--- src/rtl/rxbuf_pkg.sv ---
package rxbuf_pkg;

  localparam int CTRL_ON_BIT   = 0;
  localparam int CTRL_FLUSH_BIT = 1;
  localparam int CTRL_TRIG_LSB = 6;

  typedef enum logic [1:0] {
    TRIG_ONE   = 2'b00,
    TRIG_FOUR  = 2'b01,
    TRIG_EIGHT = 2'b10,
    TRIG_FOURTEEN = 2'b11
  } trig_sel_e;

  // Number of stored bytes that raises the trigger flag.
  function automatic logic [7:0] trig_depth(input trig_sel_e sel);
    case (sel)
      TRIG_ONE:   trig_depth = 8'd1;
      TRIG_FOUR:  trig_depth = 8'd4;
      TRIG_EIGHT: trig_depth = 8'd8;
      default:    trig_depth = 8'd14;
    endcase
  endfunction

endpackage

--- src/rtl/rxbuf_store.sv ---
module rxbuf_store #(
  parameter int DW    = 8,
  parameter int DEPTH = 16,
  localparam int AW   = (DEPTH > 1) ? $clog2(DEPTH) : 1,
  localparam int CNT_W = $clog2(DEPTH + 1)
) (
  input  logic             clk,
  input  logic             rst_n,
  input  logic             clr,
  input  logic             push,
  input  logic [DW-1:0]    din,
  input  logic             pop,
  output logic [DW-1:0]    head,
  output logic [CNT_W-1:0] count,
  output logic             full
);

  logic [DW-1:0] mem [DEPTH];
  logic [AW-1:0] wr_ptr, rd_ptr;
  logic          do_pop, do_push;

  function automatic logic [AW-1:0] ptr_next(input logic [AW-1:0] p);
    ptr_next = (p == AW'(DEPTH - 1)) ? '0 : p + AW'(1);
  endfunction

  assign full    = (count == CNT_W'(DEPTH));
  assign do_pop  = pop && (count != '0);
  assign do_push = push && (!full || do_pop);
  assign head    = (count == '0) ? '0 : mem[rd_ptr];

  always_ff @(posedge clk) begin
    if (do_push && !clr) mem[wr_ptr] <= din;
  end

  always_ff @(posedge clk or negedge rst_n) begin
    if (!rst_n) begin
      wr_ptr <= '0;
      rd_ptr <= '0;
      count  <= '0;
    end else if (clr) begin
      wr_ptr <= '0;
      rd_ptr <= '0;
      count  <= '0;
    end else begin
      if (do_push) wr_ptr <= ptr_next(wr_ptr);
      if (do_pop)  rd_ptr <= ptr_next(rd_ptr);
      count <= count + CNT_W'(do_push) - CNT_W'(do_pop);
    end
  end

endmodule

--- src/rtl/rxbuf_idle_timer.sv ---
module rxbuf_idle_timer #(
  parameter int CYC_W = 16,
  localparam int TW   = CYC_W + 2
) (
  input  logic             clk,
  input  logic             rst_n,
  input  logic             restart,
  input  logic             stop,
  input  logic [CYC_W-1:0] char_cycles,
  output logic             expire
);

  logic [TW-1:0] remain;

  // Four character times.
  function automatic logic [TW-1:0] idle_span(input logic [CYC_W-1:0] c);
    idle_span = {c, 2'b00};
  endfunction

  assign expire = (remain == TW'(1)) && !restart && !stop;

  always_ff @(posedge clk or negedge rst_n) begin
    if (!rst_n)               remain <= '0;
    else if (stop)            remain <= '0;
    else if (restart)         remain <= idle_span(char_cycles);
    else if (remain != '0)    remain <= remain - TW'(1);
  end

endmodule

--- src/rtl/rx_char_buffer.sv ---
module rx_char_buffer
  import rxbuf_pkg::*;
#(
  parameter int DW    = 8,
  parameter int DEPTH = 16,
  parameter int CYC_W = 16,
  localparam int CNT_W = $clog2(DEPTH + 1)
) (
  input  logic             clk,
  input  logic             rst_n,
  input  logic             rx_valid,
  input  logic [DW-1:0]    rx_byte,
  input  logic             rx_break,
  input  logic             fcr_wr,
  input  logic [7:0]       fcr_data,
  input  logic             data_rd,
  input  logic             lsr_rd,
  input  logic [CYC_W-1:0] char_cycles,
  output logic [DW-1:0]    rd_data,
  output logic             data_ready,
  output logic             overrun,
  output logic             brk,
  output logic [CNT_W-1:0] level,
  output logic             trig_hit,
  output logic             timeout_pend,
  output logic             fifo_on
);

  trig_sel_e     trig_sel;
  logic [DW-1:0] hold_byte;

  // Named internal events (observed by the checker).
  logic on_change, flush_evt;
  logic take_rx, take_brk, take_rd, arrive;
  logic q_push, q_pop, q_full;
  logic [DW-1:0] q_din, q_head;
  logic ovf_evt, rd_empties, tmr_restart, tmr_expire;

  assign on_change = fcr_wr && (fcr_data[CTRL_ON_BIT] != fifo_on);
  assign flush_evt = fcr_wr && (fcr_data[CTRL_FLUSH_BIT] || on_change);

  assign take_brk = rx_break && !flush_evt;
  assign take_rx  = rx_valid && !rx_break && !flush_evt;
  assign take_rd  = data_rd && !flush_evt;
  assign arrive   = take_rx || take_brk;

  assign q_push = fifo_on && arrive;
  assign q_pop  = fifo_on && take_rd;
  assign q_din  = take_brk ? '0 : rx_byte;

  rxbuf_store #(.DW(DW), .DEPTH(DEPTH)) u_store (
    .clk   (clk),
    .rst_n (rst_n),
    .clr   (flush_evt),
    .push  (q_push),
    .din   (q_din),
    .pop   (q_pop),
    .head  (q_head),
    .count (level),
    .full  (q_full)
  );

  assign ovf_evt = fifo_on ? (q_push && q_full && !q_pop)
                           : (arrive && data_ready && !take_rd);

  assign rd_empties = take_rd &&
                      (fifo_on ? ((level <= CNT_W'(1)) && !q_push) : !arrive);

  assign tmr_restart = fifo_on && (take_rx || (take_rd && (level > CNT_W'(1))));

  rxbuf_idle_timer #(.CYC_W(CYC_W)) u_timer (
    .clk         (clk),
    .rst_n       (rst_n),
    .restart     (tmr_restart),
    .stop        (flush_evt),
    .char_cycles (char_cycles),
    .expire      (tmr_expire)
  );

  assign rd_data  = fifo_on ? q_head : hold_byte;
  assign trig_hit = data_ready &&
                    (!fifo_on || (level >= CNT_W'(trig_depth(trig_sel))));

  always_ff @(posedge clk or negedge rst_n) begin
    if (!rst_n) begin
      fifo_on  <= 1'b0;
      trig_sel <= TRIG_ONE;
    end else if (fcr_wr) begin
      fifo_on  <= fcr_data[CTRL_ON_BIT];
      trig_sel <= trig_sel_e'(fcr_data[CTRL_TRIG_LSB +: 2]);
    end
  end

  always_ff @(posedge clk or negedge rst_n) begin
    if (!rst_n)                    hold_byte <= '0;
    else if (!fifo_on && take_brk) hold_byte <= '0;
    else if (!fifo_on && take_rx)  hold_byte <= rx_byte;
  end

  always_ff @(posedge clk or negedge rst_n) begin
    if (!rst_n) begin
      data_ready   <= 1'b0;
      brk          <= 1'b0;
      overrun      <= 1'b0;
      timeout_pend <= 1'b0;
    end else begin
      if (flush_evt)       data_ready <= 1'b0;
      else if (arrive)     data_ready <= 1'b1;
      else if (rd_empties) data_ready <= 1'b0;

      if (flush_evt)                   brk <= 1'b0;
      else if (take_brk)               brk <= 1'b1;
      else if (rd_empties || lsr_rd)   brk <= 1'b0;

      if (ovf_evt)     overrun <= 1'b1;
      else if (lsr_rd) overrun <= 1'b0;

      if (flush_evt || take_rd)                  timeout_pend <= 1'b0;
      else if (tmr_expire && (level != '0))      timeout_pend <= 1'b1;
    end
  end

endmodule

--- config.mk ---
export PLATFORM = sky130hd
export DESIGN_NAME = rx_char_buffer
export DESIGN_NICKNAME = d
export VERILOG_FILES = /design/src/rtl/rxbuf_pkg.sv /design/src/rtl/rxbuf_store.sv /design/src/rtl/rxbuf_idle_timer.sv /design/src/rtl/rx_char_buffer.sv
export SDC_FILE = /design/constraint.sdc
export NUM_CORES = 1
export LEC_CHECK = 0
export BUFFER_PORTS_ARGS = -buffer_cell sky130_fd_sc_hd__buf_2
export CAP_MARGIN = 15
export CELL_PAD_IN_SITES_DETAIL_PLACEMENT = 0
export CELL_PAD_IN_SITES_GLOBAL_PLACEMENT = 2
export CORE_MARGIN = 2
export CORE_UTILIZATION = 49
export CTS_BUF_LIST = sky130_fd_sc_hd__clkbuf_4 sky130_fd_sc_hd__clkbuf_8
export DETAILED_ROUTE_END_ITERATION = 6
export PLACE_DENSITY = 0.84
export SYNTH_ARGS = -nofsm -noshare
export SYNTH_HDL_FRONTEND = slang
export SYNTH_HIERARCHICAL = 1
export SYNTH_SLANG_ARGS = --single-unit
--- constraint.sdc ---
create_clock -name clk -period 7.4 [get_ports clk]
set_input_delay 1.11 -clock clk [delete_from_list [all_inputs] [get_ports clk]]
set_output_delay 1.11 -clock clk [all_outputs]
set_load 0.02 [all_outputs]
==> summary.txt <==
FLOORPLAN
----------------------------------------------------------------------
Top Ports                                                           58
Cell row count                                                      46
DIE HEIGHT                                                    130.3 µm
Full die area                                              0.01699 mm²
Total core area                                            0.01577 mm²
Die W                                                         130.3 µm
Initial cell density of the core                                0.4960

CELLS AND AREA
----------------------------------------------------------------------
Antenna cells                                                        0
Leading cell type in the layout, fill and taps excluded   sky130_fd_sc_hd__edfxtp_1
Area growth from synthesis to layout                            11.18%
Commonest cells after routing, fill and taps aside        sky130_fd_sc_hd__edfxtp_1, sky130_fd_sc_hd__buf_2, sky130_fd_sc_hd__dfrtp_1, sky130_fd_sc_hd__nor2_1, sky130_fd_sc_hd__mux4_2
Fin nets                                                           630
Share of layout cells above drive strength 1                    0.2777
Filler Cell Count                                                 1354

SYNTH
----------------------------------------------------------------------
Synth unique cells                                                  62
Synth Register Bits                                                174
Syn_area_per_cell                                            15.16 µm²
Most used DFF post-synth                                  sky130_fd_sc_hd__edfxtp_1
Area of the mapped netlist                                0.007821 mm²
Cells after synthesis                                              516
Number of synthesized flops with an enable pin                     128
Warnings from Yosys                                                  6
Net count after synthesis                                          572
Proportion of synthesized chip area in sequential cells         0.6386
FFs w/ async S/R, synth                                         0.2644

STA
----------------------------------------------------------------------
Max-Slew Margin vs Limit                                        0.3994
Max Clock Skew                                                10.62 ps
Final clock period utilization by the worst path                0.5337
Worst hold margin                                             499.7 ps
Slew of the pin with the lowest slew margin                   900.9 ps
Count of final setup violators                                       0
Final Max Slew Viols                                                 0
Setup repair after global routing missed its margin              false
Fmax                                                         253.2 MHz
Min cycle time layout                                          3949 ps
Total Negative Setup Slacks                                       0 ps
Final number of hold-violating endpoints                             0

PLACE
----------------------------------------------------------------------
Detailed placer's ending HPWL                                 10170 µm
PortBufs                                                            53
RD Place Congestion                                             0.7413

CLOCK TREE
----------------------------------------------------------------------
Number of setup buffers added after CTS                              0
Skew-Pair Late Insertion Delay                                  460 ps
Hold buffers post-CTS                                                0
CTS tree                                                          done
CTS clk-pin slew, worst paths                                    90 ps
Clock root cell                                           sky130_fd_sc_hd__clkbuf_8
TritonCTS Buffers                                                   17
Sink count of the clock tree                                       174
Number of gates given a new drive strength after cts                 0
H-tree levels                                                        4
CTS max path bufs                                                    2

DRT
----------------------------------------------------------------------
Remaining routing DRC violations                                     0
Antenna violation net count after detailed routing                   0
Total via count after detailed routing                            4518
Uppermost layer routed                                            met4
Total met2 wirelength after detailed routing                   7369 µm
Detail-routed net length per standard cell                    19.25 µm
Detailed-routed wire length on met3                             574 µm
Mean number of vias per cell                                     5.626
Final Routed Wirelength                                       15460 µm
First-pass iteration count of the detailed router                    5
Metal1 wirelength                                              7362 µm
Iter 0 DRT Violations                                              253

GRT
----------------------------------------------------------------------
Largest net degree at the start of global routing                   47
Global-route usage over all layers                              0.1955
Initial antenna violation count                                      0
Via count of the first global-routing pass                        4500
Global-route wire length before repair                        24530 µm
Total global routing overflow                                        0

WORST SETUP PATH
----------------------------------------------------------------------
Arrival time worst endpoint                                    2840 ps
Category of the worst setup path capture point              output pin
Critical path data required time                               6290 ps
R2R setup slack                                                3530 ps
Crit start category                                               flop
Maximum net fanout on the critical path                              8
Type of the setup path with the least slack               flop to output pin

HOLD PATH
----------------------------------------------------------------------
Worst min path class                                      flop to flop

FLOW RUN
----------------------------------------------------------------------
Maximum Capacitance Violations                                       0

PWR
----------------------------------------------------------------------
Power density relative to cell area                       294.9 mW/mm²
Total Power Consumption                                     0.002565 W
Reported leakage power                                        3.111 nW
Largest voltage drop on the vdd net                        0.0001358 V

STATUS
----------------------------------------------------------------------
Result of the run                                         finished, final reports clean

==> worst max-delay path, stage by stage, from the launching register on <==
cell and delay (ps):
sky130_fd_sc_hd__dfrtp_1 450, sky130_fd_sc_hd__inv_1 110, sky130_fd_sc_hd__ha_1 170, sky130_fd_sc_hd__or4b_1 590, sky130_fd_sc_hd__and3b_1 320, sky130_fd_sc_hd__a22oi_1 200
sky130_fd_sc_hd__o21ai_1 110, sky130_fd_sc_hd__mux2_2 280, sky130_fd_sc_hd__buf_2 160
==> Yosys cell counts, types with 3 or more instances <==
cell type                  count  area share
sky130_fd_sc_hd__a211oi_1     11       0.011
sky130_fd_sc_hd__a21oi_1      17       0.011
sky130_fd_sc_hd__a22oi_1       8      0.0077
sky130_fd_sc_hd__and2_1        9      0.0072
sky130_fd_sc_hd__buf_2         8      0.0051
sky130_fd_sc_hd__buf_6         4      0.0058
sky130_fd_sc_hd__clkbuf_1     14      0.0067
sky130_fd_sc_hd__dfrtp_1      46        0.15
sky130_fd_sc_hd__edfxtp_1    128        0.49
sky130_fd_sc_hd__ha_1         16       0.026
sky130_fd_sc_hd__inv_1        18      0.0086
sky130_fd_sc_hd__mux2_2       18       0.026
sky130_fd_sc_hd__mux2i_1      10       0.013
sky130_fd_sc_hd__mux4_2       32       0.092
sky130_fd_sc_hd__nand2_1      13      0.0062
sky130_fd_sc_hd__nand2b_1      8      0.0064
sky130_fd_sc_hd__nand3_1       4      0.0026
sky130_fd_sc_hd__nor2_1       35       0.017
sky130_fd_sc_hd__nor2b_1       3      0.0024
sky130_fd_sc_hd__nor3_1       12      0.0077
sky130_fd_sc_hd__nor4_1       10      0.0080
sky130_fd_sc_hd__o21ai_0      11      0.0070
sky130_fd_sc_hd__o21ai_1       8      0.0051
sky130_fd_sc_hd__or3_1         3      0.0024
sky130_fd_sc_hd__or4_1         5      0.0048
sky130_fd_sc_hd__xnor2_1      13       0.015
sky130_fd_sc_hd__xor2_1        5      0.0056
==> per-stage QoR <==
step / std cells / util / setup WS [ps] / area [µm²]
2_1_floorplan: 516 / - / 3646 / 7821
3_3_place_gp: 771 / 0.5275 / 3244 / 8319
3_5_place_dp: 771 / 0.5275 / 3140 / 8319
4_1_cts: 803 / 0.5514 / 3402 / 8696
5_1_grt: 803 / 0.5514 / 3117 / 8696
6_report: 803 / 0.5514 / 3451 / 8696
==> state kept, by name, indices dropped and copies added (netlist names), 2 cells and up <==
register	flops
u_store/rd_ptr	4
u_store/count	5
u_timer/remain	18
u_store/mem	128
hold_byte	8
u_store/wr_ptr	4
trig_sel	2
==> area by class of cell <==
cell class                      count  area, µm²  share of cell area
Clock buffer                       17      234.0             0.02691
Tap cell                          216      270.3             0.03108
Inverter                           19      71.32            0.008201
Clock inverter                     15      142.6             0.01640
Multi-Input combinational cell    294       2603              0.2993
Sequential cell                   174       4997              0.5747
Timing Repair Buffer               68      377.9             0.04345
==> worst paths after layout <==
| path | from | to | depth (start not counted) |
|---|---|---|---|
| max | u_store/count[2] | rd_data[4] | 8 |
| min | overrun | overrun | 1 |
| max reg2reg | fifo_on | u_store/count[4] | 11 |
| min reg2reg | overrun | overrun | 1 |
| max in group asynchronous | rst_n | u_store/rd_ptr[1] | 2 |
| min in group asynchronous | rst_n | trig_sel[1] | 2 |
==> logic make-up after synthesis <==
logic type	after synthesis	synth area share
buffers and inverters	48	0.02863
AO/OA/AOI/OAI	77	0.06623
AND/OR/NAND/NOR	122	0.08735
flip-flops	174	0.6386
adder cells (fa/ha/maj)	17	0.02816
XOR/XNOR	18	0.02016
multiplexers	60	0.1309
==> where the power goes <==
group	internal, W	switching [W]	total, W
clock	0.000250	0.000371	0.000621
sequential	0.00113	0.0000892	0.00122
combinational	0.000324	0.000397	0.000721
total	0.00171	0.000858	0.00256
==> per-layer routing <==
metal | vias up | GRT usage
li1 | 2107 | -
met4 | 0 | 0.06070
met5 | - | 0
met1 | 2310 | 0.2846
met2 | 86 | 0.3012
met3 | 15 | 0.03936
(Power assumes the default switching activity.)
